==> src/rtl/apb_wr_pkg.sv <==
package apb_wr_pkg;
  localparam int PROT_W = 3;

  typedef enum logic [1:0] {
    ST_IDLE   = 2'd0,
    ST_SETUP  = 2'd1,
    ST_ACCESS = 2'd2,
    ST_GAP    = 2'd3
  } wr_state_t;
endpackage

==> src/rtl/apb_wr_slot_resp.sv <==
module apb_wr_slot_resp #(
  parameter int NUM_SLOTS = 4,
  parameter int SLOT_W = 2,
  parameter logic [NUM_SLOTS-1:0] LEGACY_SLOTS = '0
) (
  input  logic [NUM_SLOTS-1:0] pready,
  input  logic [NUM_SLOTS-1:0] pslverr,
  input  logic [SLOT_W-1:0]    sel_idx,
  output logic                 eff_ready,
  output logic                 eff_err
);
  logic [NUM_SLOTS-1:0] rdy_v;
  logic [NUM_SLOTS-1:0] err_v;

  // Legacy slots: ready forced high, error forced low
  for (genvar i = 0; i < NUM_SLOTS; i++) begin : g_slot
    if (LEGACY_SLOTS[i]) begin : g_legacy
      assign rdy_v[i] = 1'b1;
      assign err_v[i] = 1'b0;
    end else begin : g_live
      assign rdy_v[i] = pready[i];
      assign err_v[i] = pslverr[i];
    end
  end

  assign eff_ready = rdy_v[sel_idx];
  assign eff_err   = err_v[sel_idx];
endmodule

==> src/rtl/apb_wr_fsm.sv <==
module apb_wr_fsm
  import apb_wr_pkg::*;
#(
  parameter int SLOT_W = 2
) (
  input  logic              clk,
  input  logic              rst,
  input  logic              req_valid,
  input  logic [SLOT_W-1:0] req_slot,
  input  logic [SLOT_W-1:0] cur_slot,
  input  logic              eff_ready,
  output logic              req_ready,
  output logic              accept,
  output logic              complete,
  output wr_state_t         state_d
);
  wr_state_t state_q;
  logic      same_slot;

  always_comb begin
    complete  = (state_q == ST_ACCESS) && eff_ready;
    req_ready = (state_q == ST_IDLE) || complete;
    accept    = req_valid && req_ready;
    same_slot = (req_slot == cur_slot);
    state_d   = state_q;
    case (state_q)
      ST_IDLE:   if (accept) state_d = ST_SETUP;
      ST_SETUP:  state_d = ST_ACCESS;
      ST_ACCESS: begin
        if (complete) begin
          if (!accept)        state_d = ST_IDLE;
          else if (same_slot) state_d = ST_SETUP;
          else                state_d = ST_GAP;
        end
      end
      ST_GAP:    state_d = ST_SETUP;
      default:   state_d = ST_IDLE;
    endcase
  end

  always_ff @(posedge clk) begin
    if (rst) state_q <= ST_IDLE;
    else     state_q <= state_d;
  end

  // Setup never lasts more than one cycle
  assert_setup_one_cycle_R3: assert property (@(posedge clk) disable iff (rst)
    state_q == ST_SETUP |=> state_q == ST_ACCESS);

  // the idle gap between slots is a single cycle
  assert_gap_single_R9: assert property (@(posedge clk) disable iff (rst)
    state_q == ST_GAP |=> state_q == ST_SETUP);

  // nothing is taken while a transfer is mid-flight
  assert_no_take_in_setup_R7: assert property (@(posedge clk) disable iff (rst)
    (state_q == ST_SETUP || state_q == ST_GAP) |-> !req_ready);
endmodule

==> src/rtl/apb_wr_datapath.sv <==
module apb_wr_datapath
  import apb_wr_pkg::*;
#(
  parameter int NUM_SLOTS = 4,
  parameter int SLOT_W = 2,
  parameter int ADDR_W = 16,
  parameter int DATA_W = 32,
  parameter int STRB_W = DATA_W / 8
) (
  input  logic                 clk,
  input  logic                 rst,
  input  logic                 accept,
  input  logic                 complete,
  input  logic                 eff_err,
  input  wr_state_t            state_d,
  input  logic [SLOT_W-1:0]    req_slot,
  input  logic [ADDR_W-1:0]    req_addr,
  input  logic [DATA_W-1:0]    req_data,
  input  logic [STRB_W-1:0]    req_strb,
  input  logic [PROT_W-1:0]    req_prot,
  output logic [SLOT_W-1:0]    cur_slot,
  output logic [ADDR_W-1:0]    paddr,
  output logic                 pwrite,
  output logic [DATA_W-1:0]    pwdata,
  output logic [STRB_W-1:0]    pstrb,
  output logic [PROT_W-1:0]    pprot,
  output logic [NUM_SLOTS-1:0] psel,
  output logic                 penable,
  output logic                 done_valid,
  output logic                 done_err
);
  logic [SLOT_W-1:0]    slot_d;
  logic                 active_d;
  logic [NUM_SLOTS-1:0] psel_d;

  assign slot_d   = accept ? req_slot : cur_slot;
  assign active_d = (state_d == ST_SETUP) || (state_d == ST_ACCESS);

  for (genvar i = 0; i < NUM_SLOTS; i++) begin : g_sel
    assign psel_d[i] = active_d && (slot_d == SLOT_W'(i));
  end

  always_ff @(posedge clk) begin
    if (rst) begin
      cur_slot   <= '0;
      paddr      <= '0;
      pwdata     <= '0;
      pstrb      <= '0;
      pprot      <= '0;
      pwrite     <= 1'b0;
      psel       <= '0;
      penable    <= 1'b0;
      done_valid <= 1'b0;
      done_err   <= 1'b0;
    end else begin
      cur_slot <= slot_d;
      if (accept) begin
        paddr  <= req_addr;
        pwdata <= req_data;
        pstrb  <= req_strb;
        pprot  <= req_prot;
      end
      pwrite     <= active_d;
      psel       <= psel_d;
      penable    <= (state_d == ST_ACCESS);
      done_valid <= complete;
      done_err   <= complete && eff_err;
    end
  end

  // at most one slot selected
  assert_sel_onehot_R2: assert property (@(posedge clk) disable iff (rst)
    $onehot0(psel));

  // enable only ever accompanies a select
  assert_enable_with_sel_R3: assert property (@(posedge clk) disable iff (rst)
    penable |-> (psel != '0) && pwrite);
endmodule

==> src/rtl/apb_wr_bridge.sv <==
module apb_wr_bridge
  import apb_wr_pkg::*;
#(
  parameter int NUM_SLOTS = 4,
  parameter int ADDR_W = 16,
  parameter int DATA_W = 32,
  parameter logic [NUM_SLOTS-1:0] LEGACY_SLOTS = '0,
  localparam int SLOT_W = (NUM_SLOTS > 1) ? $clog2(NUM_SLOTS) : 1,
  localparam int STRB_W = DATA_W / 8
) (
  input  logic                 clk,
  input  logic                 rst,
  input  logic                 req_valid,
  output logic                 req_ready,
  input  logic [SLOT_W-1:0]    req_slot,
  input  logic [ADDR_W-1:0]    req_addr,
  input  logic [DATA_W-1:0]    req_data,
  input  logic [STRB_W-1:0]    req_strb,
  input  logic [PROT_W-1:0]    req_prot,
  output logic                 done_valid,
  output logic                 done_err,
  output logic [ADDR_W-1:0]    paddr,
  output logic                 pwrite,
  output logic [DATA_W-1:0]    pwdata,
  output logic [STRB_W-1:0]    pstrb,
  output logic [PROT_W-1:0]    pprot,
  output logic [NUM_SLOTS-1:0] psel,
  output logic                 penable,
  input  logic [NUM_SLOTS-1:0] pready,
  input  logic [NUM_SLOTS-1:0] pslverr
);
  logic              eff_ready;
  logic              eff_err;
  logic              accept;
  logic              complete;
  logic [SLOT_W-1:0] cur_slot;
  wr_state_t         state_d;

  apb_wr_slot_resp #(
    .NUM_SLOTS(NUM_SLOTS), .SLOT_W(SLOT_W), .LEGACY_SLOTS(LEGACY_SLOTS)
  ) u_resp (
    .pready(pready), .pslverr(pslverr), .sel_idx(cur_slot),
    .eff_ready(eff_ready), .eff_err(eff_err)
  );

  apb_wr_fsm #(.SLOT_W(SLOT_W)) u_fsm (
    .clk(clk), .rst(rst), .req_valid(req_valid), .req_slot(req_slot),
    .cur_slot(cur_slot), .eff_ready(eff_ready), .req_ready(req_ready),
    .accept(accept), .complete(complete), .state_d(state_d)
  );

  apb_wr_datapath #(
    .NUM_SLOTS(NUM_SLOTS), .SLOT_W(SLOT_W), .ADDR_W(ADDR_W),
    .DATA_W(DATA_W), .STRB_W(STRB_W)
  ) u_dp (
    .clk(clk), .rst(rst), .accept(accept), .complete(complete),
    .eff_err(eff_err), .state_d(state_d), .req_slot(req_slot),
    .req_addr(req_addr), .req_data(req_data), .req_strb(req_strb),
    .req_prot(req_prot), .cur_slot(cur_slot), .paddr(paddr),
    .pwrite(pwrite), .pwdata(pwdata), .pstrb(pstrb), .pprot(pprot),
    .psel(psel), .penable(penable), .done_valid(done_valid),
    .done_err(done_err)
  );

  // bus frozen through wait cycles
  assert_wait_hold_R4: assert property (@(posedge clk) disable iff (rst)
    penable && !eff_ready |=> penable && $stable(psel) && $stable(paddr)
      && $stable(pwdata) && $stable(pstrb) && $stable(pprot) && pwrite);

  // every completion is reported on the following cycle
  assert_done_after_complete_R5: assert property (@(posedge clk) disable iff (rst)
    penable && eff_ready |=> done_valid);

  // no report without a completing access
  assert_done_needs_access_R5: assert property (@(posedge clk) disable iff (rst)
    !penable |=> !done_valid);

  // legacy slots leave Access after one cycle
  assert_legacy_two_cycle_R11: assert property (@(posedge clk) disable iff (rst)
    penable && LEGACY_SLOTS[cur_slot] |=> !penable);
endmodule

==> config.mk <==
export PLATFORM = sky130hd
export DESIGN_NAME = apb_wr_bridge
export DESIGN_NICKNAME = d
export VERILOG_FILES = /design/src/rtl/apb_wr_pkg.sv /design/src/rtl/apb_wr_slot_resp.sv /design/src/rtl/apb_wr_fsm.sv /design/src/rtl/apb_wr_datapath.sv /design/src/rtl/apb_wr_bridge.sv
export SDC_FILE = /design/constraint.sdc
export NUM_CORES = 1
export LEC_CHECK = 0
export ABC_AREA = 1
export BUFFER_PORTS_ARGS = -buffer_cell sky130_fd_sc_hd__buf_2
export CAP_MARGIN = 10
export CORE_ASPECT_RATIO = 1.75
export CORE_MARGIN = 2
export CORE_UTILIZATION = 40
export CTS_CLUSTER_SIZE = 40
export DETAILED_ROUTE_END_ITERATION = 10
export PLACE_DENSITY = 0.72
export SLEW_MARGIN = 20
export SYNTH_ARGS = -nofsm -noshare
export SYNTH_HDL_FRONTEND = slang
export SYNTH_SLANG_ARGS = --single-unit
==> constraint.sdc <==
create_clock -name clk -period 2.15 [get_ports clk]
set_input_delay 0.43 -clock clk [delete_from_list [all_inputs] [get_ports clk]]
set_output_delay 0.43 -clock clk [all_outputs]
set_load 0.02 [all_outputs]
# ---- After elaboration in Yosys (flattened, before gate mapping)
# Index checks and enable logic that the tools add are counted.
dict set report word_totals {
  register_bits 67
  inputBits 68
  output_inout_bits 64
  elab_cells 42
}
dict set report op_classes {
  n_lt_le_gt_ge 1
  n_eq_ne 9
  muxes 10
  n_reduce_logical 11
}
# cell count
set op_table {}
lappend op_table {{== test 2 bit, second input constant} 5}
lappend op_table {{2-to-1 mux 2 bit} 5}
lappend op_table {{case mux 2 bit (4 select lines)} 1}
lappend op_table {{logical AND 1 bit} 7}
lappend op_table {{== test 2 x 1 -> 1 bit, second input constant} 3}
lappend op_table {{binary-select mux 1 bit (select 2 bit)} 2}
lappend op_table {{zero test 2 bit} 2}
lappend op_table {{less-than comparator 2 x 3 -> 1 bit, second input constant} 1}
lappend op_table {{== test 2 bit} 1}
lappend op_table {{logical OR 1 bit} 2}
lappend op_table {{2-to-1 mux 1 bit} 2}

# ---- Longest topological paths before layout
dict set report logic_depth {
  ltp_word 11
  depth_mapped 15
  depth_no_buf 13
}

# ---- Cells and area by module
# A second synthesis with hierarchy kept.
dict set report hier_totals {
  cells_unflattened 330
  area_unflattened_um2 2498.6
}
# module instances cells_per_inst area_per_inst_um2 seq_area_each_um2
set modules_own_cells {}
lappend modules_own_cells {apb_wr_datapath 1 278 2249.7 1301.2}
lappend modules_own_cells {apb_wr_fsm 1 28 153.9 40.0}
lappend modules_own_cells {apb_wr_slot_resp 1 24 95.1 0.0}

# ---- Least setup slack after synthesis
# Ideal clock, no wire load.
dict set report synth_path {
  kind {register to register}
  start {register u_dp.cur_slot[0]}
  end {register u_dp.psel[2]}
  setup_time_ns 0.064
  arrival_ns 1.710
  required_time_ns 2.086
  slack_ns 0.376
  stages_incl_launch_ff 16
  n_path_buf 3
  period_less_slack_ns 1.774
  path_cell_list {dfxtp_1 buf_6 inv_4 nand2_1 nand3_2 nand2_2 nand2_4 nand3_4 inv_2 buf_6 buf_12 nor2_1 ha_1 nor2_1 nand2_1 nor2_1}
}
dict set report synth_between {
  elab_chain_cells 11
  word_cells_on_any_way 17
  classes_between {eq/ne (4); mux (8); reduce/logical (5)}
}
# item line_no
set synth_lines {}
lappend synth_lines {{start: declaration} apb_wr_datapath.sv:21} ;# output logic [SLOT_W-1:0] cur_slot,
lappend synth_lines {{start signal: assignment} apb_wr_datapath.sv:56} ;# cur_slot <= slot_d;
lappend synth_lines {{binary-select mux 1 bit (select 2 bit)} apb_wr_slot_resp.sv:26} ;# assign eff_ready = rdy_v[sel_idx];
lappend synth_lines {{2-to-1 mux 1 bit (not written as such)} apb_wr_slot_resp.sv:26}
lappend synth_lines {{logical AND 1 bit} apb_wr_fsm.sv:21} ;# complete = (state_q == ST_ACCESS) && eff_ready;
lappend synth_lines {{logical OR 1 bit} apb_wr_fsm.sv:22} ;# req_ready = (state_q == ST_IDLE) || complete;
lappend synth_lines {{logical AND 1 bit} apb_wr_fsm.sv:23} ;# accept = req_valid && req_ready;
lappend synth_lines {{2-to-1 mux 2 bit} apb_wr_fsm.sv:31} ;# if (!accept) state_d = ST_IDLE;
lappend synth_lines {{2-to-1 mux 2 bit} apb_wr_fsm.sv:30} ;# if (complete) begin
lappend synth_lines {{case mux 2 bit (4 select lines)} apb_wr_fsm.sv:26} ;# case (state_q)
lappend synth_lines {{== test 2 x 1 -> 1 bit or == test 2 bit (tied branches)} apb_wr_datapath.sv:37} ;# assign active_d = (state_d == ST_SETUP) || (state_d == ST_ACCESS);
lappend synth_lines {{logical OR 1 bit} apb_wr_datapath.sv:37}
lappend synth_lines {{logical AND 1 bit (*)} apb_wr_datapath.sv:40} ;# assign psel_d[i] = active_d && (slot_d == SLOT_W'(i));
lappend synth_lines {{end signal: assignment} apb_wr_datapath.sv:64} ;# psel <= psel_d;
lappend synth_lines {{end: declaration} apb_wr_datapath.sv:27} ;# output logic [NUM_SLOTS-1:0] psel,
# Mark *: on every way between the ends. The rest lies on a longest branch, timed or not. The select of a mux whose other input is x is not followed.
# A chain may end at the register's enable or synchronous reset.

# ---- Worst setup path in the final report
dict set report layout_path {
  start {register u_dp.cur_slot[0]}
  end {output port req_ready}
}
dict set report layout_between {
  elab_chain_cells 4
}
# item line_no
set layout_lines {}
lappend layout_lines {{binary-select mux 1 bit (select 2 bit)} apb_wr_slot_resp.sv:26}
lappend layout_lines {{2-to-1 mux 1 bit (not written as such)} apb_wr_slot_resp.sv:26}
lappend layout_lines {{logical AND 1 bit} apb_wr_fsm.sv:21}
lappend layout_lines {{logical OR 1 bit} apb_wr_fsm.sv:22}
lappend layout_lines {{end: declaration} apb_wr_bridge.sv:14} ;# output logic req_ready,
# Every way passes these cells. The select of a mux whose other input is x is not followed.

==> flow_summary_export.csv <==
group,metric,value,unit
run,drv_cap,0,
worst_setup_path,worstPathCellList,"nand2_1 > nand3_2 > nand2_2 > a21oi_1 > buf_2",
die,dieArea,0.00703,mm^2
clocking,clock_sinks,67,
drt,viasPerCell,4.67,
drt,vias,2450,
timing,finClkSkew,0.00605,ns
drt,totalWireLength,6.25,mm
finish,drive_above_1_share,0.400,
timing,slew_violations,0,
drt,first_iter_violations,78,
logic_synthesis,synth_top_family_by_area,"simple AND/OR/NAND/NOR gates",
finish,diodes,0,
pwr,ir_worst_vdd,474,uV
clocking,numCtsBuffers,9,
timing,rsz0062_at_grt,"false",
die,die_height,109,um
global_route,grt_util_all_layers,0.182,
worst_setup_path,r2r.worst_path.cells,13,
worst_setup_path,crit_required,1.72,ns
timing,period_needed,1.89,ns
clocking,path_clk_slew,0.07,ns
clocking,cts_tree,"done",
clocking,cts_htree_levels,3,
finish,nets,509,
clocking,ctsHoldBuffers,0,
finish,final_util,0.544,
worst_setup_path,crit_buf_inv,1,
logic_synthesis,muxShareOfSynthArea,0,
clocking,cts_setup_buffers,0,
pwr,p_leak,0.00171,uW
global_route,gr-total-overflow,0,
finish,multi_input_area,992,um^2
clocking,clock_latency,0.34,ns
global_route,grt_max_degree,59,
logic_synthesis,synthSimpleGateAreaFrac,0.254,
clocking,cts_root_buf,"clkbuf_8",
logic_synthesis,netlist_area,0.00254,mm^2
logic_synthesis,yosys_warnings,0,
drt,dr.pass1.iters,4,
finish,syn2layout_area_growth,32.5,%
worst_setup_path,crit_arrival,1.46,ns
logic_synthesis,ys_types,25,
global_route,grt_pass1_wl,9.80,mm
timing,setup-tns-final,0,ns
global_route,grt_pass1_vias,2276,
worst_setup_path,rrSetupSlack,0.35,ns
finish,seq_area,0.00134,mm^2
die,rows,38,
timing,fmax,530,MHz
logic_synthesis,syn_area_per_cell,8.11,um^2
placed_design,portBuffers,131,
placed_design,place.gp.congestion,0.823,
worst_setup_path,path_delay_family,"flip-flops",
drt,ant_nets,0,
logic_synthesis,synth_xor_area_frac,0.00690,
min_path,min_path_cells,3,
timing,setup_violations,0,
min_path,hold_class,"primary input to flip-flop",
logic_synthesis,synth_seq_cells,67,
die,ios,132,
clocking,cts_buffer_depth,2,
logic_synthesis,synthAdderAreaFrac,0.00493,
timing,fin_crit_sh,0.878,
timing,relSlewSlack,0.695,
worst_setup_path,cp-start-kind,"flip-flop",
drt,drc,0,
timing,max_slew.worst_pin.slew,0.457,ns
placed_design,dpl.hpwl,4.51,mm
pwr,power.density,870,mW/mm^2
finish,n_fill_cell,625,
die,core_area,0.00618,mm^2
worst_setup_path,worstPathMaxFanout,7,
worst_setup_path,crit_type,"flip-flop to primary output",
logic_synthesis,synth_compound_area_frac,0.125,
die,die_w,64.2,um
logic_synthesis,syn_nets,382,
logic_synthesis,ys_seq_area_frac,0.528,
clocking,cts_resized,0,
logic_synthesis,synthCells,313,
global_route,antenna_found_initial,0,
timing,final_hold_viol_count,0,
die,initial_core_util,0.411,
worst_setup_path,max_stage_delay,0.49,ns
drt,wire_per_inst,11.9,um
worst_setup_path,worst-path-stages,5,
worst_setup_path,slowest_stage,"dfxtp_1",
run_status,status,"finished clean",
worst_setup_path,end_kind,"primary output",
-- cell families (layout without fill, tap and decap cells) --
| logic type | count (synthesis) | in the layout |
|---|---|---|
| simple gates | 148 | 148 |
| flops | 67 | 67 |
| compound gates | 62 | 62 |
| buf+inv | 33 | 165 |
| xor+xnor | 2 | 2 |
| fa+ha+maj | 1 | 1 |
-- synth_stat cells, drive strengths merged --
master	instances	area, um^2
dfxtp	67	1340
a21oi	2	10.0
xnor2	2	17.5
ha	1	12.5
nand3	4	42.5
inv	13	51.3
nand4	2	12.5
nor2	125	517
o21ai	59	299
nand2	17	73.8
buf	12	124
a211oi	1	7.51
clkbuf	8	30.0
-- metrics by stage --
| step | hold WS [ns] | instances | setup slack, ns | total power, uW | area [um^2] |
|---|---|---|---|---|---|
| after global placement | 0.458 | 509 | 0.442 | 2040 | 3190 |
| after detailed placement | 0.466 | 509 | 0.378 | 2050 | 3190 |
| after floorplan | 0.504 | 313 | 0.376 | 1850 | 2540 |
| after CTS | 0.307 | 525 | 0.227 | 2980 | 3360 |
| after global routing | 0.318 | 525 | 0.102 | 3100 | 3360 |
| final | 0.328 | 525 | 0.263 | 2920 | 3360 |
-- worst reg2reg max path, stage by stage (launching register included) --
cell and delay (ns):
dfxtp_1 0.49, inv_4 0.06, nand2_1 0.08, nand3_2 0.06
nand2_2 0.11, nand2_4 0.07, nand4_1 0.07, nand2_1 0.05
nand2_1 0.08, nand2_1 0.06, ha_1 0.29, nor2_1 0.13
nand2_1 0.08, nor2_1 0.08
-- worst paths after layout --
check,start,to
setup / recovery,u_dp.cur_slot[0]$_SDFF_PP0_,req_ready
hold / removal,req_addr[12],u_dp.paddr[12]$_SDFFE_PP0P_
setup reg to reg,u_dp.cur_slot[0]$_SDFF_PP0_,u_dp.psel[0]$_SDFF_PP0_
hold reg to reg,u_dp.paddr[6]$_SDFFE_PP0P_,u_dp.paddr[6]$_SDFFE_PP0P_
-- per-layer routing --
metal / share of wire / GRT usage
met3: 0.056 / 0.0522
met2: 0.56 / 0.336
met1: 0.36 / 0.177
met5: 0 / 0
met4: 0.020 / 0.108
-- placed cells by master (no fill, tap or decap), drive strengths merged, types with 4 or more instances in the layout --
master / count
buf: 136
nor2: 125
dfxtp: 67
o21ai: 59
nand2: 17
clkbuf: 14
inv: 13
nand3: 4
-- cell type report --
class	count	area share
clock buffers	14	0.0484
clock inverters	2	0.00298
inverters	13	0.0153
multi-input cells	213	0.295
flip-flops and latches	67	0.399
well taps	80	0.0298
repair buffers	136	0.210
-- flip-flops by register name, indices dropped and copies added, names as in the netlist --
name,cells
u_dp.done_valid,1
u_dp.penable,1
u_dp.paddr,16
u_dp.psel,4
u_fsm.state_q,2
u_dp.cur_slot,2
u_dp.pwdata,32
u_dp.pwrite,1
u_dp.pprot,3
u_dp.done_err,1
u_dp.pstrb,4
-- report_power, final --
part           total (uW)  internal (uW)  leakage (uW)  switching (uW)
sequential           1420           1350      0.000554            63.4
clock                 906            479     0.0000905             427
combinational         602            224       0.00107             378
No activity file was read; power rests on OpenSTA's default activity.
